$ cat src/rtl/rfsh_pkg.sv
package rfsh_pkg;

   // Density select encoding: the smaller parts span the low row count.
   typedef enum logic {
      DENS_LO = 1'b0,
      DENS_HI = 1'b1
   } dens_e;

endpackage

$ cat src/rtl/rfsh_bus_div.sv
// Bus-clock interval divider: one tick every lim+1 cycles while not held.
module rfsh_bus_div #(
   parameter int DIV_W = 16
) (
   input  logic             clk,
   input  logic             rst_n,
   input  logic             hold,
   input  logic [DIV_W-1:0] lim,
   output logic             tick
);

   if (DIV_W < 2) begin : g_chk_w
      $error("rfsh_bus_div: DIV_W must be at least 2");
   end

   logic [DIV_W-1:0] cnt_q;
   logic             at_lim;

   // >= so that lowering lim below the running count never stalls the divider
   assign at_lim = (cnt_q >= lim);
   assign tick   = at_lim & ~hold;

   always_ff @(posedge clk or negedge rst_n) begin
      if (!rst_n) begin
         cnt_q <= '0;
      end else if (hold || at_lim) begin
         cnt_q <= '0;
      end else begin
         cnt_q <= cnt_q + 1'b1;
      end
   end

endmodule

$ cat src/rtl/rfsh_bkup_div.sv
// Backup oscillator path: synchronizer, rising-edge detect, optional divide by two.
module rfsh_bkup_div #(
   parameter int SYNC_STAGES = 2,
   parameter int DIV_BY      = 2
) (
   input  logic clk,
   input  logic rst_n,
   input  logic enable,
   input  logic osc,
   output logic tick
);

   if (SYNC_STAGES < 2) begin : g_chk_sync
      $error("rfsh_bkup_div: SYNC_STAGES must be at least 2");
   end
   if (DIV_BY != 1 && DIV_BY != 2) begin : g_chk_div
      $error("rfsh_bkup_div: DIV_BY must be 1 or 2");
   end

   localparam int MSB = SYNC_STAGES - 1;

   logic [MSB:0] sync_q;
   logic         last_q;
   logic         rise;

   always_ff @(posedge clk or negedge rst_n) begin
      if (!rst_n) begin
         sync_q <= '0;
         last_q <= 1'b0;
      end else begin
         sync_q <= {sync_q[MSB-1:0], osc};
         last_q <= sync_q[MSB];
      end
   end

   assign rise = sync_q[MSB] & ~last_q;

   if (DIV_BY == 2) begin : g_half
      logic half_q;
      always_ff @(posedge clk or negedge rst_n) begin
         if (!rst_n) begin
            half_q <= 1'b0;
         end else if (!enable) begin
            half_q <= 1'b0;
         end else if (rise) begin
            half_q <= ~half_q;
         end
      end
      assign tick = enable & rise & half_q;

      // phase is clear on the cycle after the path was disabled
      half_clr_chk: assert property (@(posedge clk) disable iff (!rst_n)
         !enable |=> !half_q);
   end else begin : g_full
      assign tick = enable & rise;
   end

endmodule

$ cat src/rtl/rfsh_pend.sv
// Pending-request counter with saturation.
module rfsh_pend #(
   parameter int MAX_PEND = 2
) (
   input  logic clk,
   input  logic rst_n,
   input  logic tick,
   input  logic ack,
   output logic req,
   output logic take
);

   if (MAX_PEND < 1) begin : g_chk_cap
      $error("rfsh_pend: MAX_PEND must be at least 1");
   end

   localparam int            CW  = $clog2(MAX_PEND + 1);
   localparam logic [CW-1:0] CAP = CW'(MAX_PEND);

   logic [CW-1:0] cnt_q;

   assign req  = (cnt_q != '0);
   assign take = ack & req;

   always_ff @(posedge clk or negedge rst_n) begin
      if (!rst_n) begin
         cnt_q <= '0;
      end else begin
         unique case ({tick, take})
            2'b10:   if (cnt_q < CAP) cnt_q <= cnt_q + 1'b1;
            2'b01:   cnt_q <= cnt_q - 1'b1;
            default: cnt_q <= cnt_q;
         endcase
      end
   end


   req_hold_chk: assert property (@(posedge clk) disable iff (!rst_n)
      req && !ack |=> req);


   stray_ack_chk: assert property (@(posedge clk) disable iff (!rst_n)
      !req && !tick |=> !req);


   collide_chk: assert property (@(posedge clk) disable iff (!rst_n)
      tick && take |=> req && cnt_q == $past(cnt_q));


   no_overflow_chk: assert property (@(posedge clk) disable iff (!rst_n)
      cnt_q <= CAP);

endmodule

$ cat src/rtl/rfsh_row_ctr.sv
// Refresh row address counter with density-dependent wrap.
module rfsh_row_ctr
   import rfsh_pkg::*;
#(
   parameter int ROW_W   = 9,
   parameter int LO_ROWS = 256,
   parameter int HI_ROWS = 512
) (
   input  logic             clk,
   input  logic             rst_n,
   input  logic             inc,
   input  logic             dense,
   output logic [ROW_W-1:0] row
);

   if (HI_ROWS > (1 << ROW_W)) begin : g_chk_w
      $error("rfsh_row_ctr: HI_ROWS does not fit ROW_W");
   end
   if (LO_ROWS < 2 || LO_ROWS >= HI_ROWS) begin : g_chk_rows
      $error("rfsh_row_ctr: need 2 <= LO_ROWS < HI_ROWS");
   end

   localparam logic [ROW_W-1:0] LO_LAST = ROW_W'(LO_ROWS - 1);
   localparam logic [ROW_W-1:0] HI_LAST = ROW_W'(HI_ROWS - 1);

   dens_e            dsel;
   logic [ROW_W-1:0] last;

   assign dsel = dens_e'(dense);
   assign last = (dsel == DENS_HI) ? HI_LAST : LO_LAST;

   always_ff @(posedge clk or negedge rst_n) begin
      if (!rst_n) begin
         row <= '0;
      end else if (inc) begin
         row <= (row == last) ? '0 : row + 1'b1;
      end
   end


   row_hold_chk: assert property (@(posedge clk) disable iff (!rst_n)
      !inc |=> $stable(row));


   row_wrap_chk: assert property (@(posedge clk) disable iff (!rst_n)
      inc && row == last |=> row == '0);

endmodule

$ cat src/rtl/rfsh_timer.sv
// Dual-source refresh timer top.
module rfsh_timer #(
   parameter int DIV_W       = 16,
   parameter int ROW_W       = 9,
   parameter int LO_ROWS     = 256,
   parameter int HI_ROWS     = 512,
   parameter int MAX_PEND    = 2,
   parameter int SYNC_STAGES = 2,
   parameter int BKUP_DIV    = 2
) (
   input  logic             clk,
   input  logic             rst_n,
   input  logic             pwr_fail,
   input  logic             bkup_osc,
   input  logic             dense,
   input  logic [DIV_W-1:0] div_lim,
   input  logic             rf_ack,
   output logic             rf_req,
   output logic [ROW_W-1:0] rf_row
);

   logic bus_tick;
   logic bk_tick;
   logic any_tick;
   logic take;

   rfsh_bus_div #(.DIV_W(DIV_W)) bus_div_i (
      .clk   (clk),
      .rst_n (rst_n),
      .hold  (pwr_fail),
      .lim   (div_lim),
      .tick  (bus_tick)
   );

   rfsh_bkup_div #(.SYNC_STAGES(SYNC_STAGES), .DIV_BY(BKUP_DIV)) bkup_div_i (
      .clk    (clk),
      .rst_n  (rst_n),
      .enable (pwr_fail),
      .osc    (bkup_osc),
      .tick   (bk_tick)
   );

   assign any_tick = bus_tick | bk_tick;

   rfsh_pend #(.MAX_PEND(MAX_PEND)) pend_i (
      .clk   (clk),
      .rst_n (rst_n),
      .tick  (any_tick),
      .ack   (rf_ack),
      .req   (rf_req),
      .take  (take)
   );

   rfsh_row_ctr #(.ROW_W(ROW_W), .LO_ROWS(LO_ROWS), .HI_ROWS(HI_ROWS)) row_i (
      .clk   (clk),
      .rst_n (rst_n),
      .inc   (take),
      .dense (dense),
      .row   (rf_row)
   );


   bus_quiet_chk: assert property (@(posedge clk) disable iff (!rst_n)
      pwr_fail |-> !bus_tick);


   bkup_quiet_chk: assert property (@(posedge clk) disable iff (!rst_n)
      !pwr_fail |-> !bk_tick);


   reset_state_chk: assert property (@(posedge clk)
      !rst_n |-> !rf_req && rf_row == '0);

endmodule

$ cat config.mk
export PLATFORM = sky130hd
export DESIGN_NAME = rfsh_timer
export DESIGN_NICKNAME = d
export VERILOG_FILES = /design/src/rtl/rfsh_pkg.sv /design/src/rtl/rfsh_bus_div.sv /design/src/rtl/rfsh_bkup_div.sv /design/src/rtl/rfsh_pend.sv /design/src/rtl/rfsh_row_ctr.sv /design/src/rtl/rfsh_timer.sv
export SDC_FILE = /design/constraint.sdc
export NUM_CORES = 1
export LEC_CHECK = 0
export BUFFER_PORTS_ARGS = -buffer_cell sky130_fd_sc_hd__buf_2
export CAP_MARGIN = 10
export CELL_PAD_IN_SITES_DETAIL_PLACEMENT = 0
export CELL_PAD_IN_SITES_GLOBAL_PLACEMENT = 1
export CORE_UTILIZATION = 45
export CTS_BUF_LIST = sky130_fd_sc_hd__clkbuf_4 sky130_fd_sc_hd__clkbuf_8
export DETAILED_ROUTE_END_ITERATION = 10
export GPL_TIMING_DRIVEN = 0
export PLACE_DENSITY_LB_ADDON = 0.3
export SETUP_SLACK_MARGIN = 0.1
export SYNTH_ARGS = -nofsm -noshare
export SYNTH_HDL_FRONTEND = slang
export SYNTH_SLANG_ARGS = --single-unit
$ cat constraint.sdc
create_clock -name clk -period 3.45 [get_ports clk]
set_input_delay 0.69 -clock clk [delete_from_list [all_inputs] [get_ports clk]]
set_output_delay 0.69 -clock clk [all_outputs]
set_load 0.05 [all_outputs]
; Word level (Yosys, flattened, before mapping)
; Index checks and enable logic that the tools add are counted.
[totals]
mem_bits_ro = 0
in_bits = 22
memories = 0
word_cells = 37
reg_bits = 31
ramBits = 0
latchBits = 0
out_inout_bits = 10
[op_classes]
n_reduce_logical = 4
multipliers = 0
add_sub_neg = 4
n_shift = 0
muxes = 7
magnitude_cmp = 2
div_mod_pow = 0
eq_ne = 5
bitwise = 9
[op_table]
columns = operator, n
row1 = $mux W9, 2
row2 = $add A16 B1 Y16 const B, 1
row3 = $ge A16 B16 Y1, 1
row4 = $mux W16, 1
row5 = $add A9 B1 Y9 const B, 1
row6 = $eq A9 B9 Y1, 1
row7 = $and A1 B1 Y1, 5
row8 = $ne A2 B1 Y1 const B, 2
row9 = $pmux W2 S2, 1
row10 = $reduce_bool A2 Y1, 2
row11 = $not A1 Y1, 3
row12 = $add A2 B1 Y2 const B, 1
row13 = $eq A2 B1 Y1 const B, 1
row14 = $eq A2 B2 Y1 const B, 1
row15 = $lt A2 B2 Y1 const B, 1
row16 = $mux W1, 2
row17 = $mux W2, 1
row18 = $reduce_and A2 Y1, 1
row19 = $sub A2 B1 Y2 const B, 1
row20 = $logic_or A1 B1 Y1, 1
row21 = $or A1 B1 Y1, 1

; Depth between registers and ports, before layout
; Gate-level depths: netlist (run 1).
[logic_depth]
ltp_word = 8
mapped_depth = 9

; Hierarchy
; A second synthesis (run 1) with hierarchy kept.
[hier_totals]
cells_unflattened = 188
hier_area_um2 = 1898.1
[modules_own_cells]
columns = mod, seq_area_each_um2, cells_per_inst, area_per_inst_um2, n_inst
row1 = rfsh_bus_div, 400.4, 125, 1184.9, 1
row2 = rfsh_row_ctr, 225.2, 40, 440.4, 1
row3 = rfsh_bkup_div, 100.1, 9, 140.1, 1
row4 = rfsh_pend, 50.0, 13, 126.4, 1
row5 = rfsh_timer, 0.0, 1, 6.3, 1

; Worst setup path after synthesis (run 1)
; OpenSTA, ideal clock, no wires.
[synth_path]
path_kind = input to register
from = in div_lim[11]
to = reg pend_i.cnt_q[0]
stages = 9
n_path_buf = 0
t_arrival_ns = 2.120
required_time_ns = 3.318
slack_ns = 1.199
setup_ns = 0.132
cell_sequence = inv_1 -> ha_1 -> a21oi_2 -> o21ai_2 -> a2111oi_4 -> o21ai_4 -> nand2_4 -> mux2i_1 -> o211ai_1
[synth_between]
elab_chain_cells = 6
[synth_rtl]
columns = item, line
row1 = "start, declared", rfsh_timer.sv:16  ; input logic [DIV_W-1:0] div_lim,
row2 = $ge A16 B16 Y1 (*), rfsh_bus_div.sv:20  ; assign at_lim = (cnt_q >= lim);
row3 = $and A1 B1 Y1 (*), rfsh_bus_div.sv:21  ; assign tick = at_lim & ~hold;
row4 = $or A1 B1 Y1 (*), rfsh_timer.sv:43  ; assign any_tick = bus_tick | bk_tick;
row5 = $eq A2 B2 Y1 / $eq A2 B1 Y1 (equally long branches), rfsh_pend.sv:29  ; unique case ({tick, take})
row6 = $ne A2 B1 Y1 (no source line) / $reduce_bool A2 Y1 (equally long branches), n/a
row7 = $reduce_and A2 Y1 (no source line), n/a
row8 = "end signal, assigned", rfsh_pend.sv:30  ; 2'b10: if (cnt_q < CAP) cnt_q <= cnt_q + 1'b1;
row9 = "end signal, assigned", rfsh_pend.sv:31  ; 2'b01: cnt_q <= cnt_q - 1'b1;
row10 = "end signal, assigned", rfsh_pend.sv:32  ; default: cnt_q <= cnt_q;
row11 = "end, declared", rfsh_pend.sv:20  ; logic [CW-1:0] cnt_q;
; Every way passes the cells marked *; elsewhere a longest branch is shown, timed or not.
; A chain may end at the register's enable or synchronous reset.

; Worst setup path after layout (run 1)
; Ends and elaborated chain as after synthesis.

==> metrics.md, run 1 <==
| Metric | Value |
|---|---|
| Run status | `completed` |
| Synth area leaders | `dfrtp_1 42%, ha_1 12%, xor2_1 5.2%` |
| Filler cells | `371` |
| I/O Buffers | `31` |
| Top FF cell, synth | `dfrtp_1` |
| Slew of the pin with the lowest slew margin | `687 ps` |
| CTS tree | `done` |
| CTS clk-pin slew, worst paths | `70 ps` |
| R2r worst-path depth | `8` |
| H-tree depth | `2` |
| Post-DP HPWL | `2300 um` |
| CP Capture Type | `flip-flop` |
| DR vias/cell | `4.84` |
| Ant. Diodes | `0` |
| Top Ports | `32` |
| Total grt overflow | `0` |
| Hold depth | `0` |
| Worst path bufs/invs | `2` |
| First-pass GRT wire length | `5420 um` |
| Vias | `1370` |
| Area added between synthesis and finish | `16.5%` |
| Synth unique cells | `37` |
| Critical Path Stages | `10` |
| Most common cell in the netlist | `dfrtp_1` |
| Post-cts gate resize count | `0` |
| Synth Area per Inst | `9.40 um2` |
| Routed wire length | `3050 um` |
| Fin crit share | `62.6%` |
| CP startpoint kind | `input pin` |
| Clk Latency, worst-skew pair | `280 ps` |
| Seq cells post-synth | `31` |
| Worst hold slack | `352 ps` |
| Initial Util | `48.5%` |
| Die ar. | `4360 um2` |
| Data required time of the worst path | `3610 ps` |
| CP Cell Sequence | `buf_2, inv_1, ha_1, a21oi_2, o21ai_2, a2111oi_4, o21ai_4, nand2_4, mux2i_1, o211ai_1` |
| Post-DRT Antenna Nets | `0` |
| Clock Skews | `4.47 ps` |
| Routed WL per cell | `10.8 um` |
| Core area | `3800 um2` |
| Synth area leader | `dfrtp_1` |
| DRT Pass-1 Iters | `4` |
| Crit Path Max Fanout | `9` |
| Worst EP arrival | `2320 ps` |
| Die X | `66.0 um` |
| MaxCap Viol Count | `0` |
| GP Congestion | `0.715` |
| Max Fclk | `463 MHz` |
| Setup TNS Final | `0 ps` |
| GR Util All Layers | `16.5%` |
| Slew HR | `54.2%` |
| Ys Warns | `0` |
| Tightest Hold Check Type | `flip-flop to flip-flop` |
| Post-synth EDFFs | `0` |
| Die Ht | `66.0 um` |
| Total nets after synthesis | `236` |
| Top cells by count, synth | `31 x dfrtp_1, 25 x nand2_1, 25 x nor2_1` |
| CTS Sinks | `31` |
| Post-CTS Setup Bufs | `0` |
| Slowest-stage cell, CP | `a2111oi_4` |
| Total Power | `1.07 mW` |
| Leakage | `1.10 nW` |
| Cells after synthesis | `196` |
| Pin count of the biggest net entering global routing | `32` |
| Final core occ | `56.5%` |
| Cell family contributing the most delay on the critical path | `compound AO/OA/AOI/OAI gates` |
| Final Setup Violations | `0` |
| # rows | `22` |
| DRT iter0 DRCs | `50` |
| Root Driver | `clkbuf_8` |
| RSZ-0062 raised after global routing | `false` |
| Post-synthesis sequential area ratio | `42.1%` |
| TritonCTS buffer count | `5` |
| Power density cells | `497 nW/um2` |
| Peak VDD IR | `0.406 mV` |
| Hold Buf Count CTS | `0` |
| Worst stage delay on the critical path | `390 ps` |
| Vias in the first global route | `1273` |
| Pins over their slew limit | `0` |
| Critical setup path kind | `input pin to flip-flop` |
| Final Critical Period | `2160 ps` |
| Final hold violations | `0` |
| Asr flop ratio synth | `100%` |
| Initial antenna violation count | `0` |
| Share of the synthesized area in the top cell type | `42.1%` |
| Clock Tree Buf Depth | `2` |
| Share of cells above drive strength 1 | `21.7%` |
| Drc violations | `0` |
| # nets final | `274` |
| Mapped cell area | `1840 um2` |
through the flow:
| stage | instances | setup WS, ps | instance area (um2) |
|---|---|---|---|
| 6_report | 283 | 1290 | 2150 |
| 5_1_grt | 283 | 1180 | 2150 |
| 4_1_cts | 283 | 1270 | 2150 |
| 3_5_place_dp | 275 | 966 | 2060 |
| 3_3_place_gp | 275 | 957 | 2060 |
| 2_1_floorplan | 196 | 1200 | 1840 |
worst paths after layout:
check / startpoint / endpoint / slack (ps)
hold / removal: bkup_div_i.sync_q[0]$_DFF_PN0_ / bkup_div_i.sync_q[1]$_DFF_PN0_ / 350
hold reg to reg: bkup_div_i.sync_q[0]$_DFF_PN0_ / bkup_div_i.sync_q[1]$_DFF_PN0_ / 350
min in group asynchronous: rst_n / bus_div_i.cnt_q[9]$_DFF_PN0_ / 440
setup reg to reg: bus_div_i.cnt_q[11]$_DFF_PN0_ / pend_i.cnt_q[0]$_DFFE_PN0P_ / 1350
max in group asynchronous: rst_n / row_i.row[4]$_DFFE_PN0P_ / 2560
setup / recovery: div_lim[11] / pend_i.cnt_q[0]$_DFFE_PN0P_ / 1290
registers in the layout, summed over array words and instances (netlist names):
register	flops
bus_div_i.cnt_q	16
row_i.row	9
bkup_div_i.sync_q	2
pend_i.cnt_q	2
bkup_div_i.g_half.half_q	1
bkup_div_i.last_q	1
worst register-to-register path, stage by stage, from the launching register on:
cell and delay, ps:
dfrtp_1 440, ha_1 330, a21oi_2 150, o21ai_2 80, a2111oi_4 400, o21ai_4 180
nand2_4 100, mux2i_1 180, o211ai_1 110
cells by family (layout without fill, tap and decap cells):
logic type,after synthesis,in the layout,share of synthesized area [%]
DFF,31,31,42.1
xor gates and xnor gates,18,18,8.55
muxes,2,2,1.15
buffers and inverters,19,58,4.28
AOI/OAI and AO/OA,24,24,9.37
and+or+nand+nor,84,84,22.3
adders and majority gates,18,18,12.2
metal layers:
| metal | part of all wire [%] | track usage, % | up-vias | routed length [um] |
|---|---|---|---|---|
| met5 | 0 | 0 | - | 0 |
| met4 | 1.9 | 6.38 | 0 | 58 |
| met3 | 4.0 | 4.14 | 7 | 122 |
| met2 | 43 | 25.6 | 26 | 1300 |
| met1 | 51 | 22.1 | 607 | 1560 |
| li1 | - | - | 730 | - |
cell type report:
type | count | area, um2 | area share [%]
buffer | 2 | 15.0 | 0.699
clock buffer | 5 | 68.8 | 3.21
clock inverter | 3 | 20.0 | 0.932
inverter | 17 | 63.8 | 2.97
multi-input combinational | 146 | 988 | 46.0
sequential | 31 | 776 | 36.1
tap | 48 | 60.1 | 2.80
timing repair buffer | 31 | 155 | 7.23
cell usage in the layout (no fill, tap or decap), types with 2 or more instances in the layout:
master,Yosys,final
a21oi_1,5,5
and2_1,2,2
and3_1,5,5
buf_2,0,31
clkbuf_8,0,5
clkinvlp_4,0,2
dfrtp_1,31,31
ha_1,18,18
inv_1,17,17
nand2_1,25,25
nand3_1,9,9
nand4_1,3,3
nor2_1,25,25
nor2b_1,4,4
nor3_1,2,2
o211ai_1,2,2
o21ai_0,9,9
xnor2_1,7,7
xor2_1,11,11
report_power, final:
group          switching (mW)  total [mW]  internal, mW
sequential             0.0512       0.462         0.411
combinational           0.223       0.323         0.100
clock                   0.143       0.283         0.140
total                   0.417        1.07         0.651
(Power assumes the default switching activity.)
==> inputs of run 2 (changes only) <==
--- a/config.mk
+++ b/config.mk
@@ -9,7 +9,7 @@
 export CAP_MARGIN = 10
 export CELL_PAD_IN_SITES_DETAIL_PLACEMENT = 0
 export CELL_PAD_IN_SITES_GLOBAL_PLACEMENT = 1
-export CORE_UTILIZATION = 45
+export CORE_UTILIZATION = 44
 export CTS_BUF_LIST = sky130_fd_sc_hd__clkbuf_4 sky130_fd_sc_hd__clkbuf_8
 export DETAILED_ROUTE_END_ITERATION = 10
 export GPL_TIMING_DRIVEN = 0
==> constraint.sdc (replaced) <==
create_clock -name clk -period 2.1 [get_ports clk]
set_input_delay 0.42 -clock clk [delete_from_list [all_inputs] [get_ports clk]]
set_output_delay 0.42 -clock clk [all_outputs]
set_load 0.05 [all_outputs]
==> run 2 against run 1 <==
First-iteration DRC count is 28% higher. Flip-flop and latch count did not move. Worst hold slack got worse by 180 ps. Sequential power is 66% higher. Sequential share of layout area shrank 3.0 points. Non-clock buffer count is 9 higher. Clock-buffer cell count rose by 3. Setup slack worse by 1100 ps. Die area up 2.2%. Final cell count is 3.9% higher. Critical endpoint unchanged. Largest cell class unchanged. Highest routed layer unchanged.
==> metrics.md, run 2 (synthesis results as in run 1) <==
| Metric | Value |
|---|---|
| Run status | `completed` |
| Worst stage delay on the critical path | `430 ps (+40 ps)` |
| Worst path bufs/invs | `0 (-2)` |
| Root Driver | `clkbuf_8` |
| Top Ports | `32 (unchanged)` |
| DRT iter0 DRCs | `64 (+28%)` |
| Die X | `66.7 um (+1.1%)` |
| Data required time of the worst path | `2260 ps (-1350 ps)` |
| GP Congestion | `0.708 (-1.0%)` |
| GR Util All Layers | `18.0% (+1.5 points)` |
| # rows | `23 (+4.5%)` |
| Initial antenna violation count | `0 (unchanged)` |
| Total grt overflow | `0 (unchanged)` |
| Area of the multi-input gates | `1080 um2 (+9.7%)` |
| Cell family contributing the most delay on the critical path | `compound AO/OA/AOI/OAI gates` |
| Max reg flops | `16 (unchanged)` |
| Ant. Diodes | `0 (unchanged)` |
| Peak VDD IR | `0.731 mV (+80%)` |
| Share of cells above drive strength 1 | `29.1% (+7.4 points)` |
| Pin count of the biggest net entering global routing | `32 (unchanged)` |
| Slew of the pin with the lowest slew margin | `690 ps (+3.03 ps)` |
| Post-DRT Antenna Nets | `0 (unchanged)` |
| Final WS setup | `175 ps (-1120 ps)` |
| MaxCap Viol Count | `0 (unchanged)` |
| Fin crit share | `91.7%` |
| Die ar. | `4450 um2 (+2.2%)` |
| Core area | `4000 um2 (+5.3%)` |
| Setup slack, reg-to-reg | `180 ps (-1170 ps)` |
| Worst EP arrival | `2090 ps (-230 ps)` |
| Clk Latency, worst-skew pair | `280 ps (about the same)` |
| Slew HR | `54.0% (-0.20 points)` |
| Tightest Hold Check Type | `input pin to async pin` |
| CTS clk-pin slew, worst paths | `70 ps (about the same)` |
| Slowest-stage cell, CP | `dfrtp_1` |
| Hold Buf Count CTS | `0 (unchanged)` |
| Pins over their slew limit | `0 (unchanged)` |
| Crit Path Max Fanout | `4 (-5)` |
| Drc violations | `0 (unchanged)` |
| CP Cell Sequence | `ha_1, nand2_1, nor2_1, a2111oi_4, o21ai_4, nand2_4, mux2i_1, o211ai_1` |
| Initial Util | `46.1% (-2.4 points)` |
| Max Fclk | `520 MHz` |
| Post-DP HPWL | `2480 um (+7.9%)` |
| R2r worst-path depth | `8 (unchanged)` |
| H-tree depth | `2 (unchanged)` |
| Clock Skews | `5.40 ps (+0.922 ps)` |
| Vias in the first global route | `1361 (+6.9%)` |
| Place WS | `-114 ps (-1080 ps)` |
| Largest reg by FF count | `bus_div_i.cnt_q` |
| Critical setup path kind | `flip-flop to flip-flop` |
| Worst r2r src | `bus_div_i.cnt_q[12]$_DFF_PN0_` |
| RSZ-0062 raised after global routing | `false` |
| DR vias/cell | `4.93 (+1.9%)` |
| Final hold violations | `0 (unchanged)` |
| Setup TNS Final | `0 ps (unchanged)` |
| Most frequent cells in the layout | `31 x dfrtp_1, 31 x buf_2, 25 x nor2_1, 24 x nand2_1, 17 x inv_1` |
| Final Setup Violations | `0 (unchanged)` |
| Routed WL per cell | `12.6 um (+17%)` |
| TritonCTS buffer count | `5 (unchanged)` |
| # nets final | `283 (+3.3%)` |
| Top flop regs | `bus_div_i.cnt_q x16, row_i.row x9` |
| Filler cells | `355 (-4.3%)` |
| CTS Sinks | `31 (unchanged)` |
| Power density cells | `794 nW/um2 (+60%)` |
| Die Ht | `66.7 um (+1.1%)` |
| Area added between synthesis and finish | `27.0%` |
| I/O Buffers | `31 (unchanged)` |
| RR Endpoint | `pend_i.cnt_q[0]$_DFFE_PN0P_` |
| First-pass GRT wire length | `5830 um (+7.5%)` |
| Vias | `1450 (+5.8%)` |
| Leakage | `1.16 nW (+5.7%)` |
| DRT Pass-1 Iters | `4 (unchanged)` |
| CTS tree | `done` |
| Final Critical Period | `1920 ps` |
| Clock Tree Buf Depth | `2 (unchanged)` |
| Routed wire length | `3700 um (+22%)` |
| Crit path from | `bus_div_i.cnt_q[12]$_DFF_PN0_` |
| Sequential Area | `776 um2 (unchanged)` |
| CP Capture Type | `flip-flop` |
| CP startpoint kind | `flip-flop` |
run 2: where the power goes:
part / total [mW] / internal (mW) / switching [mW] / leakage (nW)
Sequential: 0.765 / 0.675 / 0.0901 / 0.411
Combinational: 0.560 / 0.180 / 0.380 / 0.694
Clock: 0.534 / 0.312 / 0.222 / 0.0549
run 2: what timing repair did:
action | in CTS | in global routing
endpoints found under the setup margin | 1 | 20
gates resized for setup | 2 | 10
pin swaps | 1 | 4
buffers inserted | 6 | 3
run 2: cell type report:
class / count / area share (%)
multi-input combinational: 146 / 46.3
inverter: 17 / 2.73
clock buffer: 8 / 4.44
tap: 50 / 2.67
sequential: 31 / 33.1
timing repair buffer: 40 / 10.0
buffer: 2 / 0.641
run 2: worst max-delay path by stage:
stage                                        endpoint  cells after the start
after floorplan           pend_i.cnt_q[0]$_DFFE_PN0P_                      9
final                     pend_i.cnt_q[0]$_DFFE_PN0P_                      8
after detailed placement  pend_i.cnt_q[0]$_DFFE_PN0P_                     10
after global routing      pend_i.cnt_q[0]$_DFFE_PN0P_                      8
after global placement    pend_i.cnt_q[0]$_DFFE_PN0P_                     10
after CTS                 pend_i.cnt_q[0]$_DFFE_PN0P_                      8
run 2: routing by layer:
layer  GRT usage, %  share of wire (%)
met5              0                  0
met3           5.65                3.6
met2           30.6                 50
met1           21.0                 45
met4           7.18                1.6
run 2: per-stage QoR:
step / power, mW / hold slack, ps / utilization [%] / cell area [um2] / std cells
floorplan: 1.17 / 124 / - / 1840 / 196
CTS: 1.87 / 201 / 55.7 / 2230 / 291
finish: 1.86 / 175 / 58.5 / 2340 / 294
detailed placement: 1.31 / 338 / 51.5 / 2060 / 277
global route: 1.98 / 227 / 58.5 / 2340 / 294
global placement: 1.31 / 335 / 51.5 / 2060 / 277
==> inputs of run 3 (changes only) <==
--- a/config.mk
+++ b/config.mk
@@ -12,7 +12,7 @@
 export CORE_UTILIZATION = 44
 export CTS_BUF_LIST = sky130_fd_sc_hd__clkbuf_4 sky130_fd_sc_hd__clkbuf_8
 export DETAILED_ROUTE_END_ITERATION = 10
-export GPL_TIMING_DRIVEN = 0
+export GPL_TIMING_DRIVEN = 1
 export PLACE_DENSITY_LB_ADDON = 0.3
 export SETUP_SLACK_MARGIN = 0.1
 export SYNTH_ARGS = -nofsm -noshare
==> run 3 against run 2 <==
Combinational power decreased by 2%. First-iteration DRC count down 1.6%. Via count about the same. Register-to-register slack better by 50 ps. Critical endpoint unchanged. Clock power decreased by 19%. Critical path depth unchanged. Largest cell class unchanged. Final cell count stayed put. Die area stayed put.
==> metrics.md, run 3 (synthesis results as in run 1) <==
| Metric | Value |
|---|---|
| Run status | `completed` |
| GR Util All Layers | `16.2% (-1.8 points)` |
| Slew of the pin with the lowest slew margin | `711 ps (+21.6 ps)` |
| Final WS setup | `223 ps (+47.4 ps)` |
| Worst r2r src | `bus_div_i.cnt_q[9]$_DFF_PN0_` |
| Die ar. | `4450 um2 (unchanged)` |
| Pins over their slew limit | `0 (unchanged)` |
| RSZ-0062 raised after global routing | `false` |
| Worst stage delay on the critical path | `380 ps (-50 ps)` |
| Data required time of the worst path | `2240 ps (-20 ps)` |
| Routed wire length | `3360 um (-9.2%)` |
| CP Cell Sequence | `ha_1, a21oi_2, o21ai_2, a2111oi_4, o21ai_4, nand2_4, mux2i_1, o211ai_1` |
| Area after DPL | `2100 um2 (+1.8%)` |
| Worst hold slack | `201 ps (+26.0 ps)` |
| Root Driver | `clkbuf_8` |
| Sequential group share of total power | `43.8% (+2.6 points)` |
| Initial Util | `46.1% (unchanged)` |
| DRT Pass-1 Iters | `4 (unchanged)` |
| End point of the critical path | `pend_i.cnt_q[0]$_DFFE_PN0P_` |
| Area added between synthesis and finish | `24.2%` |
| Post-DRT Antenna Nets | `0 (unchanged)` |
| Top Ports | `32 (unchanged)` |
| Vias in the first global route | `1240 (-8.9%)` |
| Net switching power | `665 uW (-4.0%)` |
| Clk Latency, worst-skew pair | `270 ps (about the same)` |
| Largest reg by FF count | `bus_div_i.cnt_q` |
| Setup TNS Final | `0 ps (unchanged)` |
| CTS Sinks | `31 (unchanged)` |
| Ant. Diodes | `0 (unchanged)` |
| Hold Buf Count CTS | `0 (unchanged)` |
| CP startpoint kind | `flip-flop` |
| Final Setup Violations | `0 (unchanged)` |
| DRT iter0 DRCs | `63 (-1.6%)` |
| Fin area | `2290 um2 (-2.2%)` |
| Total Power | `1.74 mW (-6.1%)` |
| Pin count of the biggest net entering global routing | `32 (unchanged)` |
| Share of cells above drive strength 1 | `28.7% (-0.41 points)` |
| Final Critical Period | `1880 ps (-47.4 ps)` |
| Total grt overflow | `0 (unchanged)` |
| GP Congestion | `0.755 (+6.7%)` |
| Crit path from | `bus_div_i.cnt_q[9]$_DFF_PN0_` |
| Power density cells | `763 nW/um2 (-4.0%)` |
| TritonCTS buffer count | `5 (unchanged)` |
| # nets final | `285 (+0.71%)` |
| Clock Power Share | `24.6% (-4.1 points)` |
| Most frequent cells in the layout | `31 x dfrtp_1, 31 x buf_2, 25 x nor2_1, 24 x nand2_1, 17 x inv_1` |
| Critical setup path kind | `flip-flop to flip-flop` |
| Drc violations | `0 (unchanged)` |
| Tightest Hold Check Type | `input pin to async pin` |
| First-pass GRT wire length | `5350 um (-8.3%)` |
| Peak VDD IR | `0.677 mV (-7.4%)` |
| Clock Skews | `8.33 ps (+2.94 ps)` |
| Vias | `1449 (-0.069%)` |
| CTS tree | `done` |
| Slew HR | `52.6% (-1.4 points)` |
| Initial antenna violation count | `0 (unchanged)` |
| Comb pwr share | `31.6% (+1.5 points)` |
| CP Capture Type | `flip-flop` |
| Die Ht | `66.7 um (unchanged)` |
| Place WS | `-10.7 ps (+103 ps)` |
| Pint | `1.08 mW (-7.4%)` |
| Final hold violations | `0 (unchanged)` |
| # rows | `23 (unchanged)` |
| Worst EP arrival | `2020 ps (-70 ps)` |
| Worst path bufs/invs | `0 (unchanged)` |
| I/O Buffers | `31 (unchanged)` |
| CTS clk-pin slew, worst paths | `60 ps (about the same)` |
| H-tree depth | `2 (unchanged)` |
| Max Fclk | `533 MHz (+2.5%)` |
| Routed WL per cell | `11.4 um (-9.2%)` |
| Top flop regs | `bus_div_i.cnt_q x16, row_i.row x9` |
| Post-DP HPWL | `2380 um (-4.3%)` |
| Critical Path Stages | `8 (unchanged)` |
| Cell family contributing the most delay on the critical path | `compound AO/OA/AOI/OAI gates` |
| Die X | `66.7 um (unchanged)` |
| Slowest-stage cell, CP | `dfrtp_1` |
| Fin crit share | `89.4% (-2.3 points)` |
| Switch share | `38.1% (+0.84 points)` |
| Filler cells | `350 (-1.4%)` |
| MaxCap Viol Count | `0 (unchanged)` |
| Core area | `4000 um2 (unchanged)` |
| R2r worst-path depth | `8 (unchanged)` |
| DR vias/cell | `4.93 (about the same)` |
| Setup slack, reg-to-reg | `220 ps (+50 ps)` |
| Max reg flops | `16 (unchanged)` |
| RR Endpoint | `pend_i.cnt_q[0]$_DFFE_PN0P_` |
| Clock Tree Buf Depth | `2 (unchanged)` |
| Crit Path Max Fanout | `4 (unchanged)` |
| Leakage | `1.16 nW (-0.15%)` |
[run 3: changes by cell type in the layout (fill, tap and decap cells not counted)]
cell,change
clkbuf_8,-2
buf_6,-1
nor4_2,-1
o21ai_2,+1
buf_12,-1
ha_1,+2
buf_4,+5
nor4_1,+1
ha_4,-2
clkbuf_1,-1
o21ai_0,-1
[run 3: worst min path at each step]
stage	startpoint	slack, ps	cells past startpoint	to
5_1_grt	rst_n	250	1	bus_div_i.cnt_q[8]$_DFF_PN0_
3_3_place_gp	bkup_div_i.sync_q[0]$_DFF_PN0_	330	0	bkup_div_i.sync_q[1]$_DFF_PN0_
3_5_place_dp	bkup_div_i.sync_q[0]$_DFF_PN0_	340	0	bkup_div_i.sync_q[1]$_DFF_PN0_
6_report	rst_n	200	1	bus_div_i.cnt_q[6]$_DFF_PN0_
4_1_cts	rst_n	220	1	bus_div_i.cnt_q[8]$_DFF_PN0_
2_1_floorplan	rst_n	120	0	bkup_div_i.g_half.half_q$_DFFE_PN0P_
[run 3: timing repair]
action	CTS	global route
resized for setup	0	11
pin swaps	0	3
buffers inserted	1	5
endpoints found under the setup margin	1	1
[run 3: final cells by class]
class	count	area (um2)	area share, %
flip-flops and latches	31	776	33.9
well taps	50	62.6	2.73
multi-input cells	146	1060	46.2
repair buffers	44	253	11.0
clock buffers	6	76.3	3.34
inverters	17	63.8	2.79
[run 3: metrics by stage]
step | std cells | util [%]
2_1_floorplan | 196 | -
3_3_place_gp | 282 | 52.5
3_5_place_dp | 282 | 52.5
4_1_cts | 289 | 54.6
5_1_grt | 294 | 57.2
6_report | 294 | 57.2
[run 3: worst reg2reg max path, stage by stage, from the launching register on]
cell and delay (ps):
dfrtp_1 380, ha_1 300, a21oi_2 150, o21ai_2 80, a2111oi_4 340, o21ai_4 130
nand2_4 90, mux2i_1 180, o211ai_1 100
[run 3: power groups by stage]
| stage | combinational, mW | sequential (mW) | clock (mW) |
|---|---|---|---|
| after CTS | 0.546 | 0.762 | 0.448 |
| final | 0.551 | 0.764 | 0.430 |
| after floorplan | 0.242 | 0.925 | 0 |
| after global placement | 0.536 | 0.773 | 0 |
| after detailed placement | 0.542 | 0.770 | 0 |
| after global routing | 0.606 | 0.777 | 0.471 |
[run 3: metal layers]
layer | track usage, % | vias up | routed length [um]
li1 | - | 748 | -
met1 | 21.1 | 673 | 1650
met2 | 25.3 | 23 | 1560
met3 | 3.60 | 5 | 95
met4 | 7.98 | 0 | 53
met5 | 0 | - | 0
